<file path="config.mk">
export PLATFORM = sky130hd
export DESIGN_NAME = ir_byte_fifo
export DESIGN_NICKNAME = d
export VERILOG_FILES = /design/src/rtl/ir_fifo_pkg.sv /design/src/rtl/ir_fifo_mem.sv /design/src/rtl/ir_rx_timer.sv /design/src/rtl/ir_dma_req.sv /design/src/rtl/ir_byte_fifo.sv
export SDC_FILE = /design/constraint.sdc
export NUM_CORES = 1
export LEC_CHECK = 0
export ABC_CLOCK_PERIOD_IN_PS = 3400
export BUFFER_PORTS_ARGS = -buffer_cell sky130_fd_sc_hd__buf_2
export CAP_MARGIN = 0
export CORE_MARGIN = 1
export CORE_UTILIZATION = 55
export DETAILED_ROUTE_END_ITERATION = 10
export PLACE_DENSITY_LB_ADDON = 0.15
export REMOVE_ABC_BUFFERS = 1
export SLEW_MARGIN = 20
export SYNTH_ARGS = -nofsm -noshare
export SYNTH_HDL_FRONTEND = slang
export SYNTH_SLANG_ARGS = --single-unit
</file>
<file path="constraint.sdc">
create_clock -name clk -period 3.4 [get_ports clk]
set_input_delay 0.34 -clock clk [delete_from_list [all_inputs] [get_ports clk]]
set_output_delay 0.34 -clock clk [all_outputs]
set_load 0.01 [all_outputs]
</file>
<file path="src/rtl/ir_fifo_pkg.sv">
package ir_fifo_pkg;

  localparam int CODE_W = 4;

  // Threshold code to byte count: 0 -> 1, otherwise twice the code.
  function automatic int unsigned thr_bytes(input logic [CODE_W-1:0] code);
    return (code == '0) ? 32'd1 : {27'd0, code, 1'b0};
  endfunction

  // Request pin level from the internal request and the polarity bit.
  function automatic logic req_pin(input logic req, input logic active_high);
    return active_high ? req : ~req;
  endfunction

  // Acknowledge decode: polarity is the opposite of the request's.
  function automatic logic ack_live(input logic en, input logic [1:0] sel, input logic pin);
    return en && !sel[1] && (sel[0] ? !pin : pin);
  endfunction

endpackage

</file>
<file path="src/rtl/ir_fifo_mem.sv">
module ir_fifo_mem #(
  parameter int DEPTH = 32,
  parameter int WIDTH = 8,
  localparam int AW = $clog2(DEPTH),
  localparam int LW = $clog2(DEPTH + 1)
) (
  input  logic             clk,
  input  logic             rst_n,
  input  logic             clr,
  input  logic             push_req,
  input  logic [WIDTH-1:0] push_data,
  input  logic             pop_req,
  output logic [WIDTH-1:0] head,
  output logic [LW-1:0]    count,
  output logic             push_ok,
  output logic             pop_ok
);

  logic [WIDTH-1:0] store [DEPTH];
  logic [AW-1:0]    wr_ptr;
  logic [AW-1:0]    rd_ptr;

  function automatic logic [AW-1:0] bump(input logic [AW-1:0] p);
    return (p == AW'(DEPTH - 1)) ? '0 : p + 1'b1;
  endfunction

  assign pop_ok  = !clr && pop_req && (count != '0);
  assign push_ok = !clr && push_req && ((count != LW'(DEPTH)) || pop_ok);
  assign head    = store[rd_ptr];

  always_ff @(posedge clk) begin
    if (push_ok) store[wr_ptr] <= push_data;
  end

  always_ff @(posedge clk or negedge rst_n) begin
    if (!rst_n) begin
      wr_ptr <= '0;
      rd_ptr <= '0;
      count  <= '0;
    end else if (clr) begin
      wr_ptr <= '0;
      rd_ptr <= '0;
      count  <= '0;
    end else begin
      if (push_ok) wr_ptr <= bump(wr_ptr);
      if (pop_ok)  rd_ptr <= bump(rd_ptr);
      unique case ({push_ok, pop_ok})
        2'b10:   count <= count + 1'b1;
        2'b01:   count <= count - 1'b1;
        default: count <= count;
      endcase
    end
  end

endmodule

</file>
<file path="src/rtl/ir_rx_timer.sv">
module ir_rx_timer #(
  parameter int TICK_DIV   = 48,
  parameter int FAST_TICKS = 69500,
  parameter int LEN_W      = 16,
  localparam int MAXT = (FAST_TICKS > (1 << LEN_W)) ? FAST_TICKS : (1 << LEN_W),
  localparam int CW   = $clog2(MAXT + 1),
  localparam int DW   = (TICK_DIV > 1) ? $clog2(TICK_DIV) : 1
) (
  input  logic             clk,
  input  logic             rst_n,
  input  logic             clr,
  input  logic             rx_on,
  input  logic             has_data,
  input  logic             push_evt,
  input  logic             pop_evt,
  input  logic             fast_mode,
  input  logic [LEN_W-1:0] slow_len,
  output logic             tout
);

  logic [DW-1:0] pdiv;
  logic [CW-1:0] tcnt;
  logic [CW-1:0] limit;
  logic          tick;
  logic          restart;
  logic          drop;

  // Window length in prescaled ticks; a zero slow length acts as one tick.
  function automatic logic [CW-1:0] window(input logic fast, input logic [LEN_W-1:0] slen);
    if (fast)        return CW'(FAST_TICKS);
    if (slen == '0)  return CW'(1);
    return CW'(slen);
  endfunction

  assign limit   = window(fast_mode, slow_len);
  assign tick    = (pdiv == DW'(TICK_DIV - 1));
  assign drop    = clr || !rx_on || pop_evt || !has_data;
  assign restart = drop || push_evt;

  always_ff @(posedge clk or negedge rst_n) begin
    if (!rst_n) begin
      pdiv <= '0;
      tcnt <= '0;
      tout <= 1'b0;
    end else if (restart) begin
      pdiv <= '0;
      tcnt <= '0;
      if (drop) tout <= 1'b0;
    end else if (!tout) begin
      if (tick) begin
        pdiv <= '0;
        tcnt <= tcnt + 1'b1;
        if (tcnt == limit - 1'b1) tout <= 1'b1;
      end else begin
        pdiv <= pdiv + 1'b1;
      end
    end
  end

endmodule

</file>
<file path="src/rtl/ir_dma_req.sv">
module ir_dma_req #(
  parameter int DEPTH = 32,
  localparam int LW = $clog2(DEPTH + 1)
) (
  input  logic          clk,
  input  logic          rst_n,
  input  logic          dma_en,
  input  logic          dir_rx,
  input  logic [LW-1:0] level,
  input  logic [3:0]    tx_code,
  input  logic [3:0]    rx_code,
  input  logic          tout,
  input  logic          tx_empty_evt,
  output logic          tx_low,
  output logic          rx_high,
  output logic          req
);
  import ir_fifo_pkg::*;

  logic req_d;
  logic dir_q;
  logic full;
  logic empty;

  assign tx_low  = 32'(level) <  thr_bytes(tx_code);
  assign rx_high = 32'(level) >= thr_bytes(rx_code);
  assign full    = (level == LW'(DEPTH));
  assign empty   = (level == '0);

  always_comb begin
    if (dir_rx) req_d = (req || rx_high || tout) && !empty;
    else if (req) req_d = !(full || tx_empty_evt);
    else req_d = tx_low && !tx_empty_evt;
  end

  always_ff @(posedge clk or negedge rst_n) begin
    if (!rst_n) begin
      req   <= 1'b0;
      dir_q <= 1'b0;
    end else begin
      dir_q <= dir_rx;
      if (!dma_en || (dir_rx != dir_q)) req <= 1'b0;
      else req <= req_d;
    end
  end

endmodule

</file>
<file path="src/rtl/ir_byte_fifo.sv">
module ir_byte_fifo #(
  parameter int DEPTH      = 32,
  parameter int WIDTH      = 8,
  parameter int ADDR_W     = 4,
  parameter int DATA_ADDR  = 0,
  parameter int TICK_DIV   = 48,
  parameter int FAST_TICKS = 69500,
  parameter int LEN_W      = 16,
  localparam int LW = $clog2(DEPTH + 1)
) (
  input  logic              clk,
  input  logic              rst_n,
  input  logic              dir_rx,
  input  logic              fast_mode,
  input  logic [LEN_W-1:0]  slow_to_len,
  input  logic [3:0]        tx_code,
  input  logic [3:0]        rx_code,
  input  logic              fifo_clr,
  input  logic              host_rd,
  input  logic              host_wr,
  input  logic [ADDR_W-1:0] host_addr,
  input  logic [WIDTH-1:0]  host_wdata,
  output logic [WIDTH-1:0]  host_rdata,
  input  logic              sr_push,
  input  logic [WIDTH-1:0]  sr_wdata,
  input  logic              sr_pop,
  output logic [WIDTH-1:0]  sr_rdata,
  input  logic              tx_empty_evt,
  input  logic              dma_en,
  input  logic [1:0]        dma_sel,
  input  logic              dma_ack,
  output logic              dma_req,
  output logic [LW-1:0]     level,
  output logic              tx_low,
  output logic              rx_high,
  output logic              rx_tout,
  output logic              overrun
);
  import ir_fifo_pkg::*;

  logic             ack_on;
  logic             data_hit;
  logic             host_push;
  logic             host_pop;
  logic             push_req;
  logic             pop_req;
  logic [WIDTH-1:0] push_data;
  logic [WIDTH-1:0] head;
  logic             push_ok;
  logic             pop_ok;
  logic             req_act;
  logic             ovr_q;
  logic             full;

  assign ack_on    = ack_live(dma_en, dma_sel, dma_ack);
  assign data_hit  = ack_on || (host_addr == ADDR_W'(DATA_ADDR));
  assign host_push = host_wr && data_hit && !dir_rx;
  assign host_pop  = host_rd && data_hit && dir_rx;
  assign push_req  = dir_rx ? sr_push : host_push;
  assign push_data = dir_rx ? sr_wdata : host_wdata;
  assign pop_req   = dir_rx ? host_pop : sr_pop;
  assign full      = (level == LW'(DEPTH));

  ir_fifo_mem #(.DEPTH(DEPTH), .WIDTH(WIDTH)) u_mem (
    .clk      (clk),
    .rst_n    (rst_n),
    .clr      (fifo_clr),
    .push_req (push_req),
    .push_data(push_data),
    .pop_req  (pop_req),
    .head     (head),
    .count    (level),
    .push_ok  (push_ok),
    .pop_ok   (pop_ok)
  );

  ir_rx_timer #(.TICK_DIV(TICK_DIV), .FAST_TICKS(FAST_TICKS), .LEN_W(LEN_W)) u_tmr (
    .clk      (clk),
    .rst_n    (rst_n),
    .clr      (fifo_clr),
    .rx_on    (dir_rx),
    .has_data (level != '0),
    .push_evt (push_ok),
    .pop_evt  (pop_ok),
    .fast_mode(fast_mode),
    .slow_len (slow_to_len),
    .tout     (rx_tout)
  );

  ir_dma_req #(.DEPTH(DEPTH)) u_req (
    .clk         (clk),
    .rst_n       (rst_n),
    .dma_en      (dma_en),
    .dir_rx      (dir_rx),
    .level       (level),
    .tx_code     (tx_code),
    .rx_code     (rx_code),
    .tout        (rx_tout),
    .tx_empty_evt(tx_empty_evt),
    .tx_low      (tx_low),
    .rx_high     (rx_high),
    .req         (req_act)
  );

  always_ff @(posedge clk or negedge rst_n) begin
    if (!rst_n) ovr_q <= 1'b0;
    else ovr_q <= dir_rx && sr_push && !fifo_clr && full && !pop_ok;
  end

  assign overrun    = ovr_q;
  assign dma_req    = req_pin(req_act, dma_sel[0]);
  assign host_rdata = host_pop ? head : '0;
  assign sr_rdata   = (level != '0) ? head : '0;

endmodule

</file>
==> results.json <==
{
  "vias_per_cell": 6.05,
  "die_h_um": 159,
  "die_w_um": 159,
  "wirelength_um": 29800,
  "highest_layer": "met4",
  "finalCriticalPeriod_ns": 3.29,
  "synth_cell_types": 65,
  "cts.sinks": 299,
  "hpwl_um": 20000,
  "crit_required_ns": 3.06,
  "route.detailed.wl_per_inst_um": 22.6,
  "area_growth_pct": 15.9,
  "grt_max_degree": 44,
  "fin_hold_ws_ns": 0.0939,
  "hp-class": "in2reg",
  "power.density_nw_per_um2": 547,
  "critPathMostFrequentCell": "mux4_2",
  "cellLeakagePower_nw": 5.44,
  "coreArea_um2": 23800,
  "htreeDepth": 1,
  "dpl.cell_count": 1257,
  "n_antenna_cell": 0,
  "cap_violations": 0,
  "cp_num_buf_inv": 2,
  "worst_clock_skew_ns": 0.00964,
  "wl_met3_um": 1810,
  "rows": 56,
  "gp_routability_congestion": 0.833,
  "wl_met1_um": 12600,
  "drc_errors": 0,
  "io_pins": 85,
  "finalCritPeriodShare": 0.968,
  "finalSetupTns_ns": 0,
  "arrival_ns": 2.95,
  "ant_nets": 0,
  "vias": 7963,
  "critPathCaptureType": "output port",
  "grt_pass1_vias": 8033,
  "die-area_um2": 25200,
  "async_flop_share": 0.144,
  "r2r_end": "u_mem.count[5]",
  "grt_overflow_total": 0,
  "drive_gt1_frac": 0.293,
  "grt_usage": 0.247,
  "slew_viol_final": 0,
  "insertion_delay_ns": 0.54,
  "cts_tree": "built",
  "ys_ff_latch": 299,
  "clk_pin_slew_worst_paths_ns": 0.07,
  "timing.rr.start": "u_mem.count[3]",
  "final_cell_mix": "edfxtp_1 (256), nor2_1 (95), buf_2 (83)",
  "synthesis.area_um2": 13500,
  "max_clock_freq_mhz": 304,
  "final_common_cell": "edfxtp_1",
  "critPathLaunchType": "flip-flop",
  "cp_num_cells": 6,
  "antenna_found_initial": 0,
  "start_util": 0.568,
  "status": "completed",
  "cp_top_family": "multiplexers",
  "drt_first_iter_violations": 658,
  "cts_root_buf": "clkbuf_16",
  "final_hold_viol_count": 0,
  "reg2reg_depth": 12,
  "synth_top_flop_cell": "edfxtp_1",
  "wl_met2_um": 14600,
  "grt_first_pass_wirelength_um": 45200,
  "setup_viol": 0,
  "timing.slew.headroom": 0.413,
  "clock_path_buffers": 3,
  "crit_slowest_cell": "mux4_2",
  "cts_buffers": 31,
  "portBuffers": 84,
  "crit_start": "u_mem.rd_ptr[0]",
  "synth-edff-count": 256,
  "setup.worst_path.end": "host_rdata[0]",
  "cp_cell_sequence": "buf_12 > mux4_2 > mux4_2 > mux2i_1 > nor2_1 > buf_2",
  "synthCells": 849,
  "slowest_delay_ns": 0.56,
  "r2r_slack_ns": 0.27,
  "final_nets": 1056,
  "grt_setup_unrepaired": "false",
  "ir_worst_vdd_mv": 0.592,
  "crit_path_max_fanout": 15,
  "syn_area_per_cell_um2": 15.9,
  "seq_area_frac_synth": 0.650,
  "dr.pass1.iters": 5,
  "ys.warnings.count": 0,
  "fin_cells": 1317,
  "path_class": "reg2out",
  "tightestPinTransition_ns": 0.880
}
sequential cells by signal, summed over array words and instances (netlist names):
signal        count
u_req.dir_q       1
u_mem.count       6
u_mem.store     256
u_tmr.tcnt       17
overrun           1
u_mem.wr_ptr      5
u_mem.rd_ptr      5
u_req.req         1
u_tmr.tout        1
u_tmr.pdiv        6
layout make-up:
type	count	area [um^2]
sequential	299	8770
clock inverter	26	283
timing repair buffer	135	858
tap	319	399
clock buffer	31	776
multi-input combinational	482	4460
inverter	25	93.8
fill	1648	8110
worst min path at each step:
stage                             start       endpoint  slack, ns  depth (start not counted)
final                           sr_push        overrun       0.09                          2
after global routing            sr_push        overrun       0.07                          2
after CTS                       sr_push        overrun       0.07                          2
after detailed placement  u_tmr.pdiv[1]  u_tmr.pdiv[1]       0.55                          2
after global placement    u_tmr.pdiv[1]  u_tmr.pdiv[1]       0.53                          2
after floorplan                   rst_n        overrun       0.04                          0
what timing repair did:
action                                  in CTS  in global routing
hold endpoints to repair                    13                  0
endpoints found under the setup margin      16                  3
buffers inserted                             2                  0
hold buffers                                 1                  0
resized for setup                            0                  1
metal layers:
layer,global-route usage,vias to the layer above
met2,0.411,289
met3,0.0381,52
met5,0,-
met1,0.335,4055
met4,0.0833,0
li1,-,3567
cell families (layout without fill, tap and decap cells):
kind of cell    count (synthesis)  count (layout)  share of synthesized area
compound gates                 85              85                     0.0447
xor+xnor                       40              40                     0.0260
fa+ha+maj                      24              24                     0.0228
buf+inv                        68             217                     0.0203
flops                         299             299                      0.650
mux                           104             104                      0.152
simple gates                  229             229                     0.0842
where the power goes:
part	internal, mW	switching, mW
logic	0.434	0.537
clock network	2.05	1.40
registers	4.05	0.0845
total	6.54	2.02
synthesized netlist by cell type (all sizes together) (3+ instances only):
cell type    n  area [um^2]
and3         3         18.8
nor2b        8         50.1
xor2        19          166
nand3b       9         67.6
nand2       33          124
buf         18         86.3
inv         25         93.8
mux2        11          124
nor3b        3         22.5
or3          7         43.8
and2         4         25.0
nor3        11         60.1
xnor2       21          184
a21bo        3         36.3
a21oi       18         90.1
edfxtp     256         7690
mux4        80         1800
nand2b       7         43.8
nor2        96          363
nor4        11         68.8
o21bai       3         22.5
o21a         3         22.5
and4         4         35.0
dfrtp       43         1080
ha          23          288
clkbuf      25         93.8
nand4       10         62.6
a21o         6         45.0
nand3       14         70.1
o21ai       22          121
o211ai       3         22.5
mux2i       13          130
or4          4         37.5
worst register-to-register path, stage by stage (launching register included):
cell	delay, ns
dfrtp_1	0.46
or4_1	0.63
nor3_2	0.18
or4_4	0.17
inv_1	0.07
buf_4	0.15
ha_1	0.32
a21oi_1	0.26
o21bai_1	0.10
a21oi_1	0.19
xor2_1	0.21
o21ai_1	0.09
a21bo_1	0.19
metrics by stage:
stage	power [mW]	instance area, um^2	util	setup WS, ns
2_1_floorplan	4.79	13300	-	-0.932
3_3_place_gp	5.13	14500	0.612	0.0950
3_5_place_dp	5.18	14500	0.612	-0.0391
4_1_cts	8.61	15600	0.658	0.0425
5_1_grt	8.87	15600	0.658	0.0101
6_report	8.56	15600	0.658	0.109
Note: power is estimated with default switching activity, not from simulation.
